<file path="config.mk">
export PLATFORM = sky130hd
export DESIGN_NAME = ind_cmd_bridge
export DESIGN_NICKNAME = d
export VERILOG_FILES = /design/src/rtl/ind_pkg.sv /design/src/rtl/ind_host_regs.sv /design/src/rtl/ind_seq.sv /design/src/rtl/ind_cmd_bridge.sv
export SDC_FILE = /design/constraint.sdc
export NUM_CORES = 1
export LEC_CHECK = 0
export ABC_AREA = 1
export BUFFER_PORTS_ARGS = -buffer_cell sky130_fd_sc_hd__buf_2
export CELL_PAD_IN_SITES_DETAIL_PLACEMENT = 1
export CELL_PAD_IN_SITES_GLOBAL_PLACEMENT = 1
export CORE_ASPECT_RATIO = 0.6
export CORE_MARGIN = 5
export CORE_UTILIZATION = 25
export CTS_CLUSTER_DIAMETER = 80
export DETAILED_ROUTE_END_ITERATION = 8
export PLACE_DENSITY_LB_ADDON = 0.1
export SYNTH_ARGS = -nofsm -noshare
export SYNTH_HDL_FRONTEND = slang
export SYNTH_SLANG_ARGS = --single-unit
</file>
<file path="constraint.sdc">
create_clock -name clk -period 2.3 [get_ports clk]
set_clock_uncertainty 0.1 [all_clocks]
set_input_delay 0.345 -clock clk [delete_from_list [all_inputs] [get_ports clk]]
set_output_delay 0.345 -clock clk [all_outputs]
set_load 0.05 [all_outputs]
</file>
<file path="src/rtl/ind_pkg.sv">
package ind_pkg;

    localparam int IADDR_W = 16;
    localparam int IDATA_W = 32;
    localparam int DBYTES  = IDATA_W / 8;
    localparam int HOST_AW = 12;

    localparam logic [HOST_AW-1:0] A_WADDR_LO = 12'h14A;
    localparam logic [HOST_AW-1:0] A_WADDR_HI = 12'h14B;
    localparam logic [HOST_AW-1:0] A_CMD      = 12'h14C;
    localparam logic [HOST_AW-1:0] A_RADDR_LO = 12'h14D;
    localparam logic [HOST_AW-1:0] A_RADDR_HI = 12'h14E;
    localparam logic [HOST_AW-1:0] A_WDATA0   = 12'h150;
    localparam logic [HOST_AW-1:0] A_RDATA0   = 12'h154;
    localparam logic [HOST_AW-1:0] A_ERR      = 12'h158;

    localparam int CMD_GO  = 0;
    localparam int CMD_DIR = 1;

    typedef enum logic [1:0] {
        S_IDLE,
        S_REQ,
        S_WAIT,
        S_DONE
    } seq_state_t;

    typedef struct packed {
        logic               rd;
        logic [IADDR_W-1:0] addr;
        logic [IDATA_W-1:0] wdata;
    } xfer_t;

    function automatic logic lane_hit(input logic [HOST_AW-1:0] a,
                                      input logic [HOST_AW-1:0] base,
                                      input int lane);
        return a == (base + HOST_AW'(lane));
    endfunction

endpackage

</file>
<file path="src/rtl/ind_host_regs.sv">
module ind_host_regs
    import ind_pkg::*;
(
    input  logic               clk,
    input  logic               rst,
    input  logic               host_wr,
    input  logic [HOST_AW-1:0] host_addr,
    input  logic [7:0]         host_wdata,
    output logic [7:0]         host_rdata,
    input  logic               seq_done,
    input  logic               seq_capture,
    input  logic               seq_err,
    input  logic [IDATA_W-1:0] cap_data,
    output logic               launch,
    output logic               busy,
    output xfer_t              xfer
);

    logic [IADDR_W-1:0]         waddr_q, raddr_q;
    logic                       dir_q, busy_q, err_q;
    logic [DBYTES-1:0][7:0]     wdata_q, rdata_q;
    logic                       wr_open;

    assign wr_open = host_wr && !busy_q;
    assign launch  = wr_open && (host_addr == A_CMD) && host_wdata[CMD_GO];
    assign busy    = busy_q;

    always_ff @(posedge clk) begin
        if (rst) begin
            waddr_q <= '0;
            raddr_q <= '0;
            dir_q   <= 1'b0;
            busy_q  <= 1'b0;
            err_q   <= 1'b0;
        end else begin
            if (wr_open) begin
                case (host_addr)
                    A_WADDR_LO: waddr_q[7:0]  <= host_wdata;
                    A_WADDR_HI: waddr_q[15:8] <= host_wdata;
                    A_RADDR_LO: raddr_q[7:0]  <= host_wdata;
                    A_RADDR_HI: raddr_q[15:8] <= host_wdata;
                    default: ;
                endcase
            end
            if (launch) begin
                busy_q <= 1'b1;
                dir_q  <= host_wdata[CMD_DIR];
            end else if (seq_done) begin
                busy_q <= 1'b0;
            end
            if (seq_err)
                err_q <= 1'b1;
            else if (host_wr && host_addr == A_ERR && host_wdata[0])
                err_q <= 1'b0;
        end
    end

    for (genvar g = 0; g < DBYTES; g++) begin : g_lane
        always_ff @(posedge clk) begin
            if (rst) begin
                wdata_q[g] <= '0;
                rdata_q[g] <= '0;
            end else begin
                if (wr_open && lane_hit(host_addr, A_WDATA0, g))
                    wdata_q[g] <= host_wdata;
                if (seq_capture)
                    rdata_q[g] <= cap_data[8*g +: 8];
            end
        end
    end

    always_comb begin
        host_rdata = 8'h00;
        case (host_addr)
            A_WADDR_LO: host_rdata = waddr_q[7:0];
            A_WADDR_HI: host_rdata = waddr_q[15:8];
            A_RADDR_LO: host_rdata = raddr_q[7:0];
            A_RADDR_HI: host_rdata = raddr_q[15:8];
            A_CMD:      host_rdata = {6'b0, dir_q, busy_q};
            A_ERR:      host_rdata = {7'b0, err_q};
            default: ;
        endcase
        for (int i = 0; i < DBYTES; i++) begin
            if (lane_hit(host_addr, A_WDATA0, i)) host_rdata = wdata_q[i];
            if (lane_hit(host_addr, A_RDATA0, i)) host_rdata = rdata_q[i];
        end
    end

    assign xfer.rd    = dir_q;
    assign xfer.addr  = dir_q ? raddr_q : waddr_q;
    assign xfer.wdata = wdata_q;

endmodule

</file>
<file path="src/rtl/ind_seq.sv">
module ind_seq
    import ind_pkg::*;
#(
    parameter int TIMEOUT = 255
) (
    input  logic  clk,
    input  logic  rst,
    input  logic  launch,
    input  xfer_t xfer,
    input  logic  reg_ack,
    output logic  reg_req,
    output logic  reg_we,
    output logic  done,
    output logic  capture,
    output logic  err_set
);

    localparam int CW = $clog2(TIMEOUT + 1);

    seq_state_t      state_q;
    logic [CW-1:0]   cnt_q;
    logic            expired;

    assign expired = (cnt_q == CW'(TIMEOUT - 1));

    always_ff @(posedge clk) begin
        if (rst) begin
            state_q <= S_IDLE;
            cnt_q   <= '0;
        end else begin
            case (state_q)
                S_IDLE: if (launch) state_q <= S_REQ;
                S_REQ: begin
                    cnt_q   <= '0;
                    state_q <= S_WAIT;
                end
                S_WAIT: begin
                    if (reg_ack || expired) state_q <= S_DONE;
                    else                    cnt_q   <= cnt_q + 1'b1;
                end
                default: state_q <= S_IDLE;
            endcase
        end
    end

    assign reg_req = (state_q == S_REQ) || (state_q == S_WAIT);
    assign reg_we  = !xfer.rd;
    assign done    = (state_q == S_DONE);
    assign capture = (state_q == S_WAIT) && reg_ack && xfer.rd;
    assign err_set = (state_q == S_WAIT) && !reg_ack && expired;

endmodule

</file>
<file path="src/rtl/ind_cmd_bridge.sv">
module ind_cmd_bridge
    import ind_pkg::*;
#(
    parameter int TIMEOUT = 255
) (
    input  logic               clk,
    input  logic               rst,
    input  logic               host_wr,
    input  logic [HOST_AW-1:0] host_addr,
    input  logic [7:0]         host_wdata,
    output logic [7:0]         host_rdata,
    output logic               reg_req,
    output logic               reg_we,
    output logic [IADDR_W-1:0] reg_addr,
    output logic [IDATA_W-1:0] reg_wdata,
    input  logic               reg_ack,
    input  logic [IDATA_W-1:0] reg_rdata
);

    xfer_t xfer;
    logic  launch, busy, done, capture, err_set;

    ind_host_regs u_regs (
        .clk        (clk),
        .rst        (rst),
        .host_wr    (host_wr),
        .host_addr  (host_addr),
        .host_wdata (host_wdata),
        .host_rdata (host_rdata),
        .seq_done   (done),
        .seq_capture(capture),
        .seq_err    (err_set),
        .cap_data   (reg_rdata),
        .launch     (launch),
        .busy       (busy),
        .xfer       (xfer)
    );

    ind_seq #(.TIMEOUT(TIMEOUT)) u_seq (
        .clk     (clk),
        .rst     (rst),
        .launch  (launch),
        .xfer    (xfer),
        .reg_ack (reg_ack),
        .reg_req (reg_req),
        .reg_we  (reg_we),
        .done    (done),
        .capture (capture),
        .err_set (err_set)
    );

    assign reg_addr  = xfer.addr;
    assign reg_wdata = xfer.wdata;

endmodule

</file>
== Yosys cells after proc, flatten, opt, wreduce, memory -nomap -nowiden ==
Cells that the tools add are included.

* Output and inout bits: 58
* Bits in latches: 0
* Input port bits: 56
* Register bits: 109
* Memories: 0
* Memory bits (writable): 0
* Bits in read-only memories: 0

* Mux-type cells: 19
* Multipliers: 0
* Shift-type cells: 0
* Divide/modulo/power cells: 0
* Add/subtract/negate cells: 1
* Reductions and logical operators: 28
* Magnitude comparators: 0
* Bitwise gates (word level): 0
* Equal/unequal tests: 21

{| class="wikitable"
|+ Operator list
! operator !! number
|-
| equality test 12 x 9 -> 1 bit, second input constant || 14
|-
| two-way mux 8 bit || 9
|-
| case mux 8 bit (6 select lines) || 1
|-
| two-way mux 16 bit || 1
|-
| case mux 8 bit (2 select lines) || 1
|-
| logical AND 1 bit || 13
|-
| AND reduction 2 bit || 6
|-
| adder 8 x 1 -> 8 bit, second input constant || 1
|-
| equality test 8 bit, second input constant || 1
|-
| case mux 2 bit (3 select lines) || 1
|-
| nonzero test 2 bit || 3
|-
| equality test 2 bit, second input constant || 2
|-
| two-way mux 1 bit || 4
|-
| two-way mux 2 bit || 2
|-
| inequality test 2 bit, second input constant || 2
|-
| logical NOT 1 bit || 3
|-
| equality test 2 x 1 -> 1 bit, second input constant || 1
|-
| logical NOT 2 bit || 1
|-
| logical OR 1 bit || 2
|-
| inequality test 2 x 1 -> 1 bit, second input constant || 1
|}

== Depth between registers and ports, before layout ==
Gate-level depths: netlist (run 1).

* Depth in word-level cells: 10
* Depth in mapped cells: 17

== Hierarchy ==
From an unflattened synthesis (run 1), not the netlist that was laid out.

* Cells, all modules: 791
* Area, all modules: 5,834.3 um2

{| class="wikitable"
|+ Modules (own cells, without submodules)
! module !! times used !! area an instance (um2) !! sequential area each (um2) !! cells each
|-
| ind_host_regs || 1 || 5,156.2 || 1,981.9 || 694
|-
| ind_seq || 1 || 678.2 || 200.2 || 97
|}

== Worst setup path before layout (run 1) ==
No wires, ideal clock.

* Path kind: input -> output
* From: input host_addr[10]
* To: output host_rdata[1]
* Setup slack: 46 ps
* Data required time: 1,855 ps
* Arrival: 1,809 ps
* Cell stages on the path: 17
* Path buffers: 0
* Path through: inv_1 > nand2_1 > nor2_4 > nand2_2 > nor2_4 > nand2_1 > nand2_1 > inv_1 > nand3_1 > nand2_1 > nand2_1 > nand2_1 > nand2_1 > nand2_1 > nand2_1 > nand2_1 > nand2_1

* Longest elaborated chain between the ends: 10
* Elaborated cells on any way between the ends: 23

{| class="wikitable"
|+ RTL lines
! element !! line !! source
|-
| start: declaration || ind_cmd_bridge.sv:9 || <nowiki>input logic [HOST_AW-1:0] host_addr,</nowiki>
|-
| equality test 12 x 9 -> 1 bit || ind_host_regs.sv:74 || <nowiki>case (host_addr)</nowiki>
|-
| case mux 8 bit (6 select lines) || ind_host_regs.sv:74 ||
|-
| two-way mux 8 bit || ind_host_regs.sv:84 || <nowiki>if (lane_hit(host_addr, A_WDATA0, i)) host_rdata = wdata_q[i];</nowiki>
|-
| two-way mux 8 bit || ind_host_regs.sv:85 || <nowiki>if (lane_hit(host_addr, A_RDATA0, i)) host_rdata = rdata_q[i];</nowiki>
|-
| two-way mux 8 bit || ind_host_regs.sv:84 ||
|-
| two-way mux 8 bit || ind_host_regs.sv:85 ||
|-
| two-way mux 8 bit || ind_host_regs.sv:84 ||
|-
| two-way mux 8 bit || ind_host_regs.sv:85 ||
|-
| two-way mux 8 bit || ind_host_regs.sv:84 ||
|-
| two-way mux 8 bit * || ind_host_regs.sv:85 ||
|-
| end: declaration || ind_cmd_bridge.sv:11 || <nowiki>output logic [7:0] host_rdata,</nowiki>
|}

Every way passes the cells marked *; elsewhere a longest branch is shown, timed or not.

== Worst setup path in the final report (run 1) ==
* From: input host_addr[8]
* To: output host_rdata[5]

The elaborated chain is that of the path after synthesis.

==> results of run 1 <==
[cell type report]
type                       count  share of cell area (%)
clock inverter                 7                   0.945
timing repair buffer         199                    18.7
tap                          286                    4.66
inverter                     128                    6.26
multi-input combinational    556                    38.1
sequential                   109                    28.4
clock buffer                   9                    2.93
[cell usage after synthesis]
cell type    n  area share (%)
nand3_4      1            0.32
buf_6        1            0.20
nand4_2      2            0.45
nor2_1      37             2.5
nor4_1       3            0.34
nand2_2      3            0.34
nand3_1     31             2.8
a211oi_1    12             1.6
o21ai_1      5            0.45
o21ai_0    111              10
xor2_1       2            0.32
o22ai_1      1            0.11
a21oi_1    102             9.2
dfxtp_1    109              39
inv_2        8            0.54
o211a_1      1            0.18
buf_2        5            0.45
or2_2        1            0.11
nand2_1    192              13
buf_1        2            0.14
nor3_2       2            0.36
nand4_1     12             1.4
buf_4        5            0.68
clkbuf_1    21             1.4
nor2_2      13             1.5
nor3b_1      1            0.14
nand3_2      1            0.18
nor2_4       8             1.6
nor3_1       7            0.63
inv_1      120             8.1
ha_1         7             1.6
[registers in the layout, indices dropped and copies added, names as in the netlist]
register,count
u_regs.waddr_q,16
u_regs.xfer,32
u_seq.state_q,2
u_seq.cnt_q,8
u_regs.busy,1
u_regs.err_q,1
u_regs.rdata_q,32
u_regs.dir_q,1
u_regs.raddr_q,16
[cells in the final DEF, fill, tap and decap left out, types with 13 or more instances in the layout]
| cell type | netlist | layout |
|---|---|---|
| a21oi_1 | 102 | 102 |
| nand2_1 | 192 | 167 |
| o21ai_0 | 111 | 107 |
| buf_2 | 5 | 102 |
| nor2_2 | 13 | 13 |
| dfxtp_1 | 109 | 109 |
| buf_4 | 5 | 68 |
| nor2_4 | 8 | 15 |
| inv_1 | 120 | 116 |
| nand2_2 | 3 | 25 |
| nand3_1 | 31 | 26 |
| nor2_1 | 37 | 31 |
| buf_6 | 1 | 17 |
[where the power goes]
group | switching (mW) | internal (mW)
logic | 0.367 | 0.183
clock network | 0.785 | 0.852
registers | 0.0277 | 1.91
[stage by stage]
step,hold slack [ps],instance area (sq um)
global route,147,7680
global placement,335,7010
CTS,132,7590
floorplan,320,5550
detailed placement,340,7010
finish,146,7680
[worst max path at each step]
stage                        startpoint       endpoint  slack [ps]
after floorplan           host_addr[10]  host_rdata[1]          50
after global placement     host_addr[6]  host_rdata[7]        -450
after detailed placement   host_addr[6]  host_rdata[5]        -450
after CTS                  host_addr[7]  host_rdata[5]        -230
after global routing       host_addr[9]  host_rdata[3]        -400
final                      host_addr[8]  host_rdata[5]        -240
[routing by layer]
metal	GRT usage, %	part of all wire, %
met1	31.2	57
met2	25.2	38
met3	4.09	4.5
met4	3.55	0.90
met5	0	0
[cells by family (layout without fill, tap and decap cells)]
kind of cell	Yosys count	count (layout)	synth area share, %
flops	109	109	39.4
buf+inv	162	343	11.6
fa+ha+maj	7	7	1.58
simple gates	314	315	25.6
xor+xnor	2	2	0.316
compound gates	232	232	21.6
[worst max-delay path, stage by stage]
cell and delay, ps:
buf_2 120, nand3_1 110, buf_6 160, nor2_1 60, buf_4 140, nand3_1 90, nand2_2 80, nor2_4 160
nand2_2 70, nand2_2 80, nand2_1 50, nand2_1 80, nand3_2 110, nand2_1 100, nand2_2 70, nand2_2 70
nand2_2 60, buf_8 150
[repair_timing]
item | 4_1_cts | 5_1_grt
endpoints found under the setup margin | 8 | 8
gates resized for setup | 67 | 23
endpoints found under the hold margin | 0 | 0
cloned | 2 | 0
pin swaps | 12 | 16
setup buffers | 6 | 0
==> metrics.cfg, run 1 <==
[run_status]
status=finished, violations left
violations=setup timing

[setup_path]
arrival_ps=2100
critical_path.max_fanout=5
crit_required_ps=1860
r2r-start=u_seq.state_q[0]
start_kind=input port
ff2ff_path_depth=12
r2r_slack_ps=310
reg2reg_to=u_seq.cnt_q[7]
end_kind=output pin
crit_type=in -> out

[global_routing]
grt_start_max_net_pins=62
grt_pass1_wl_microns=37200
grt_overflow=0
grt_pass1_vias=6011
grt_usage_pct=19.1
antenna_found_initial=2

[synth]
ys_types=31
avgSynthCellArea_sq_um=6.71
yosys_warnings=0
syn-num-nets=889
synthCells=826
ys_seq_area_share_pct=39.4
ys_ff_latch=109
synth_area_sq_um=5550

[routing]
postRouteAntennaNets=0
viasPerCell=4.57
dr_total_vias=5914
dr.pass1.iters=5
drtIter0Drc=346
drt-total-wl_microns=24200
drc=0
wl_per_cell_microns=18.7

[flow_run]
drv_cap=0

[power]
power.density_nw_per_um2=537
p_leak_nw=3.51
peakVddDrop_uv=333
p_total_mw=4.12

[worst_hold_path]
min_path_cells=3
hp-start=reg_rdata[19]
holdPathEnd=u_regs.rdata_q[19]
hold_path.class=in -> reg

[place]
globalplace.congestion=0.840
port_buffers=113
dp_hpwl_microns=18600
placed_cells=1270
pre_cts_slack_ps=-450

[clock_tree]
cts_hold_buf=0
cts_tree=built
worstSkewPairLatency_ps=370
cts-htree-levels=3
cts.sinks=109
cts-buffers-inserted=9
path_clk_slew_ps=80
clockRootBuffer=clkbuf_16
cts_buffer_depth=2

[layout]
final_nets=1066
n_antenna_cell=0
final_core_util_pct=35.0
final_layout_size_suffix_gt1_share_pct=29.6
seqCellArea_sq_um=2180
fillers=2761
multi_input_area_sq_um=2920
fin_cells=1294
synthToLayoutAreaGrowth_pct=38.5

[sta]
fmax_ghz=0.394
final.period_utilization_pct=110
tightest_slew_ps=631
finalSetupViolations=8
fin_tns_setup_ps=-1600
timing.final.max_slew_violations=0
slew_headroom_pct=57.9
period_needed_ps=2540
rsz0062_at_grt=yes
hold_viol_final=0
layout_setup_ws_ps=-241

[floorplan]
core_area_sq_um=21900
num_io_pins=114
rows=42
floorplan.initialDensity_pct=25.3
die_y_microns=125
die_w_microns=202
dieArea_sq_um=25400

No activity file was read; power rests on OpenSTA's default activity.
==> inputs of run 2 (changes only) <==
Settings changed: ABC_AREA 1 to default, BUFFER_PORTS_ARGS -buffer_cell sky130_fd_sc_hd__buf_2 to default, DONT_BUFFER_PORTS from default to 1.
==> run 2 against run 1 <==
Compared with the run above:
- the run still ends with setup timing left
- combinational power is 55% lower
- clock power is 6% higher
- non-clock buffer count is 65 lower
- die area is 1.1% higher
- core utilization is 0.91 points lower
- sequential cell count stayed put
- synthesized area is 1.1% higher
- critical endpoint unchanged
- highest routed layer unchanged
==> metrics.cfg, run 2 <==
[clock_tree]
cts-buffers-inserted=9  ; unchanged
cts-htree-levels=3  ; unchanged
cts_buffer_depth=2  ; unchanged
cts.sinks=109  ; unchanged
path_clk_slew_ps=70  ; about the same
cts_tree=built
clockRootBuffer=clkbuf_16
worstSkewPairLatency_ps=370  ; about the same

[power]
peakVddDrop_uv=354  ; +6.2%
power.density_nw_per_um2=513  ; -4.3%
p_leak_nw=2.68  ; -24%

[run_status]
status=finished, violations left
violations=setup timing

[routing]
drtIter0Drc=388  ; +12%
wl_met3_microns=2090  ; +92%
postRouteAntennaNets=0  ; unchanged
drt-total-wl_microns=26900  ; +11%
dr.pass1.iters=5  ; unchanged
wl_met1_microns=13200  ; -3.7%
dr_total_vias=5771  ; -2.4%
drc=0  ; unchanged
viasPerCell=5.24  ; +15%
top_layer=met4
wl_per_cell_microns=24.4  ; +30%
met2WireLength_microns=11100  ; +21%

[setup_path]
arrival_ps=2040  ; -60 ps
crit_required_ps=1860  ; about the same
critPathLaunch=host_addr[10]
r2r_slack_ps=160  ; -150 ps
crit_type=in -> out
end_kind=output pin
reg2reg_to=u_regs.xfer[2]
slowest_delay_ps=580  ; +420 ps
endpoint=host_rdata[5]
critical_path.max_fanout=6  ; +1
ff2ff_path_depth=6  ; -6
start_kind=input port
r2r-start=u_regs.busy
critPathSlowestCell=or4b_4
crit_path_cell_trace=or4b_4, buf_12, nor4_1, a31oi_2, a21oi_4

[floorplan]
die_w_microns=203  ; +0.54%
dieArea_sq_um=25600  ; +1.1%
die_y_microns=126  ; +0.51%
floorplan.initialDensity_pct=25.4  ; +0.10 points
num_io_pins=114  ; unchanged
core_area_sq_um=22100  ; +0.72%
rows=42  ; unchanged

[sta]
hold_viol_final=0  ; unchanged
final.period_utilization_pct=108  ; -2.4 points
timing.final.max_slew_violations=0  ; unchanged
fmax_ghz=0.402  ; +2.2%
finalSetupViolations=7  ; -1
slew_headroom_pct=59.6  ; +1.7 points
fin_tns_setup_ps=-970  ; +631 ps
period_needed_ps=2490  ; -55.9 ps
tightest_slew_ps=606  ; -24.9 ps
rsz0062_at_grt=yes
layout_setup_ws_ps=-185  ; +55.9 ps

[layout]
final_common_cell=nand2_1
final_nets=874  ; -18%
final_cell_mix=175 x nand2_1, 109 x dfxtp_1, 96 x a21oi_1
fin_cells=1102  ; -15%
n_antenna_cell=0  ; unchanged
fillers=2626  ; -4.9%
final_layout_size_suffix_gt1_share_pct=22.1  ; -7.5 points
final_core_util_pct=34.1  ; -0.91 points
synthToLayoutAreaGrowth_pct=34.3

[synth]
ys_seq_area_share_pct=38.9  ; -0.44 points
ys_ff_latch=109  ; unchanged
synth_area_leader_cell=dfxtp_1
ys_types=55  ; +77%
synth_flop_cell=dfxtp_1
synth-async-reset-ratio_pct=0  ; unchanged
yosysMostFrequentCell=nand2_1
avgSynthCellArea_sq_um=7.81  ; +16%
yosys_warnings=0  ; unchanged
synth-edff-count=0  ; unchanged
synthCells=718  ; -13%
synth_area_sq_um=5610  ; +1.1%
syn-num-nets=781  ; -12%
synth_top_area_share_pct=38.9  ; -0.44 points
synth.area.top_cells=dfxtp_1 39%, nand2_1 12%, a21oi_1 9.0%
synthTopCellsByCount=178 x nand2_1, 109 x dfxtp_1, 101 x a21oi_1

[global_routing]
grt_usage_pct=20.6  ; +1.5 points
grt_overflow=0  ; unchanged
grt_start_max_net_pins=96  ; +55%
antenna_found_initial=1  ; -1
grt_pass1_wl_microns=39300  ; +5.5%
grt_pass1_vias=5912  ; -1.6%

[place]
dp_hpwl_microns=19200  ; +3.3%
globalplace.congestion=0.910  ; +8.4%
placed_cells=1046  ; -18%
port_buffers=0  ; -100%

[worst_hold_path]
hold_path.class=in -> reg

[flow_run]
drv_cap=0  ; unchanged

-- run 2: where the power goes --
group	internal [mW]	total [mW]	switching (mW)
Clock	0.957	1.74	0.781
Combinational	0.103	0.246	0.142
Sequential	1.88	1.89	0.0000878
Total	2.94	3.87	0.923
-- run 2: area by class of cell --
type                       count  area [sq um]  area share [%]
inverter                       8          30.0           0.399
timing repair buffer         134          1220            16.1
tap                          286           358            4.75
clock buffer                  10           229            3.04
clock inverter                 6          86.3            1.15
sequential                   109          2180            29.0
multi-input combinational    549          3430            45.6
-- run 2: how the worst min path moves through the flow --
stage | slack, ps | startpoint | endpoint | cells past startpoint
2_1_floorplan | 330 | u_regs.rdata_q[11] | u_regs.rdata_q[11] | 2
3_3_place_gp | 330 | rst | u_regs.rdata_q[12] | 1
6_report | 10 | reg_rdata[5] | u_regs.rdata_q[5] | 2
3_5_place_dp | 330 | rst | u_regs.rdata_q[12] | 1
5_1_grt | 5 | host_wdata[2] | u_regs.raddr_q[2] | 2
4_1_cts | 0.5 | reg_rdata[5] | u_regs.rdata_q[5] | 2
-- run 2: per-layer routing --
metal  up-vias  track usage [%]
met1      2875             29.3
met4         0             5.31
met3        29             7.35
li1       2709                -
met5         -                0
met2       158             29.5
-- run 2: cells by family (layout without fill, tap and decap cells) --
group           count (synthesis)  after routing  synth area share, %
simple gates                  295            295                 23.9
compound gates                186            186                 20.2
flops                         109            109                 38.9
buf+inv                        60            158                 4.17
mux                            55             55                 10.4
fa+ha+maj                       7              7                 1.56
xor+xnor                        6              6                0.937
-- run 2: timing repair --
action                                 CTS  global route
gates resized for setup                 20            11
hold buffers                            36             0
setup endpoints to repair                9            11
setup buffers                            3             1
pin swaps                                9             5
endpoints found under the hold margin  103             0
-- run 2: worst max-delay path, delay by kind of cell --
family          cells  cell delay (ps)
simple gates        2              990
compound gates      2              530
buf+inv             1              170
-- run 2: per-stage QoR --
stage / setup slack, ps / instance area [sq um] / hold WS [ps] / power (mW)
floorplan: -76.2 / 5750 / 333 / 2.08
global placement: -214 / 6680 / 331 / 2.08
detailed placement: -273 / 6680 / 334 / 2.08
CTS: -183 / 7480 / 0.531 / 3.92
global route: -233 / 7530 / 5.19 / 4.00
finish: -185 / 7530 / 12.5 / 3.87
==> inputs of run 3 (changes only) <==
Settings changed: ABC_AREA from default to 1, GPL_ROUTABILITY_DRIVEN from default to 0.
==> run 3 against run 2 <==
Compared with the run above:
- the run still ends with setup timing left
- via count rose by 2.7%
- combinational power is 120% higher
- sequential share of layout area down 1.1 points
- count of clock-buffer cells in the layout is the same
- clock power decreased by 9.8%
- core utilization increased by 1.6 points
- critical path type unchanged
- critical endpoint is now host_rdata[1]
- largest power group unchanged
- highest routed layer unchanged
==> metrics.cfg, run 3 (synthesized netlist as in run 1, its figures left out) <==
[routing]
dr_total_vias=5929  ; +2.7%
dr.pass1.iters=4  ; -1
drtIter0Drc=313  ; -19%
drt-total-wl_microns=24600  ; -8.3%
wl_per_cell_microns=19.9  ; -18%
viasPerCell=4.79  ; -8.5%
drc=0  ; unchanged
postRouteAntennaNets=0  ; unchanged

[setup_path]
cp.depth=19  ; +14
worst-path-buf-inv=4  ; +3
crit_path_cell_trace=clkinv_8, nand2_4, nor2_4, buf_12, nand2_4, nor2_4, nand2_1, nand2_1, inv_2, nand3_2, nand2_2, nand2_2, nand2_2, nand2_2, nand2_2, nand2_2, nand2_2, nand2_2, buf_12
end_kind=output pin
r2r-start=u_seq.state_q[0]
critPathSlowestCell=nor2_4
start_kind=input port
crit_family=simple AND/OR/NAND/NOR gates
arrival_ps=2000  ; -40 ps
crit_type=in -> out
ff2ff_path_depth=11  ; +5
slowest_delay_ps=200  ; -380 ps
r2r_slack_ps=260  ; +100 ps
reg2reg_to=u_seq.cnt_q[7]
critical_path.max_fanout=7  ; +1
crit_top_cell=nand2_2
crit_required_ps=1860  ; about the same

[power]
p_leak_nw=3.34  ; +25%
power.density_nw_per_um2=515  ; +0.33%
peakVddDrop_uv=305  ; -14%
p_total_mw=4.04  ; +4.4%

[layout]
final_layout_size_suffix_gt1_share_pct=30.8  ; +8.7 points
final_cell_mix=134 x nand2_1, 114 x buf_4, 109 x dfxtp_1
final_nets=1010  ; +16%
final_common_cell=nand2_1
n_antenna_cell=0  ; unchanged
synthToLayoutAreaGrowth_pct=41.3
fin_area_sq_um=7840  ; +4.0%
fillers=2713  ; +3.3%
fin_cells=1238  ; +12%
final_core_util_pct=35.8  ; +1.6 points

[sta]
finalSetupViolations=8  ; +1
hold_viol_final=0  ; unchanged
rsz0062_at_grt=yes
timing.final.max_slew_violations=0  ; unchanged
period_needed_ps=2450  ; -39.6 ps
fmax_ghz=0.409  ; +1.6%
final.period_utilization_pct=106  ; -1.7 points
slew_headroom_pct=45.5  ; -14 points
tightest_slew_ps=815  ; +210 ps
fin_hold_ws_ps=56.2  ; +43.7 ps
layout_setup_ws_ps=-146  ; +39.6 ps

[clock_tree]
path_clk_slew_ps=80  ; about the same
clockRootBuffer=clkbuf_16
cts.sinks=109  ; unchanged
cts-htree-levels=3  ; unchanged
cts_buffer_depth=2  ; unchanged
cts-buffers-inserted=9  ; unchanged
worstSkewPairLatency_ps=360  ; about the same
cts_tree=built

[worst_hold_path]
hp-start=host_wdata[6]
hold_path.class=in -> reg
holdPathEnd=u_regs.xfer[6]
min_path_cells=2  ; unchanged

[place]
placed_cells=1205  ; +15%
place_area_sq_um=6840  ; +2.4%
dp_hpwl_microns=18400  ; -3.9%
port_buffers=0  ; unchanged

[global_routing]
grt_overflow=0  ; unchanged
grt_pass1_vias=6115  ; +3.4%
grt_start_max_net_pins=65  ; -32%
grt_usage_pct=19.3  ; -1.3 points
grt_pass1_wl_microns=37500  ; -4.5%
antenna_found_initial=0  ; -1

[floorplan]
dieArea_sq_um=25400  ; -1.0%
floorplan.initialDensity_pct=25.3  ; -0.10 points
core_area_sq_um=21900  ; -0.71%
die_y_microns=125  ; -0.51%
die_w_microns=202  ; -0.53%
num_io_pins=114  ; unchanged
rows=42  ; unchanged

[flow_run]
drv_cap=0  ; unchanged

[run_status]
violations=setup timing
status=finished, violations left

## run 3: stage by stage
step | setup WS [ps] | TNS [ps]
2_1_floorplan | 46.5 | 0
3_3_place_gp | -397 | -2650
3_5_place_dp | -448 | -3020
4_1_cts | -149 | -911
5_1_grt | -265 | -1850
6_report | -146 | -915
## run 3: how the worst max path moves through the flow
stage                          endpoint     startpoint  slack, ps
after floorplan           host_rdata[1]  host_addr[10]         50
after global placement    host_rdata[5]  host_addr[10]       -400
after detailed placement  host_rdata[4]  host_addr[10]       -450
after CTS                 host_rdata[5]  host_addr[10]       -150
after global routing      host_rdata[1]   host_addr[9]       -270
final                     host_rdata[1]   host_addr[9]       -150
## run 3: metal layers
layer	part of all wire [%]	track usage (%)	vias up	wire length [microns]
li1	-	-	2914	-
met1	52	28.7	2883	12900
met2	41	28.1	116	10100
met3	5.7	5.05	16	1410
met4	0.76	3.67	0	186
met5	0	0	-	0
## run 3: where the power goes
group	internal [mW]	total, mW	switching [mW]
registers	1.91	1.94	0.0290
logic	0.165	0.529	0.364
clock network	0.775	1.57	0.797
## run 3: cell type report
cell class	instances	area, sq um	share of cell area [%]
Clock buffer	10	239	3.05
Clock inverter	6	46.3	0.591
Timing Repair Buffer	142	1330	16.9
Tap cell	286	358	4.57
Inverter	128	538	6.87
Sequential cell	109	2180	27.8
Multi-Input combinational cell	557	3150	40.2
## run 3: repair_timing
action | in CTS | in global routing
hold endpoints to repair | 15 | 0
buffers inserted | 13 | 2
resized for setup | 114 | 47
hold buffers | 1 | 0
gates cloned | 2 | 1
pin swaps | 34 | 38
setup endpoints to repair | 8 | 9
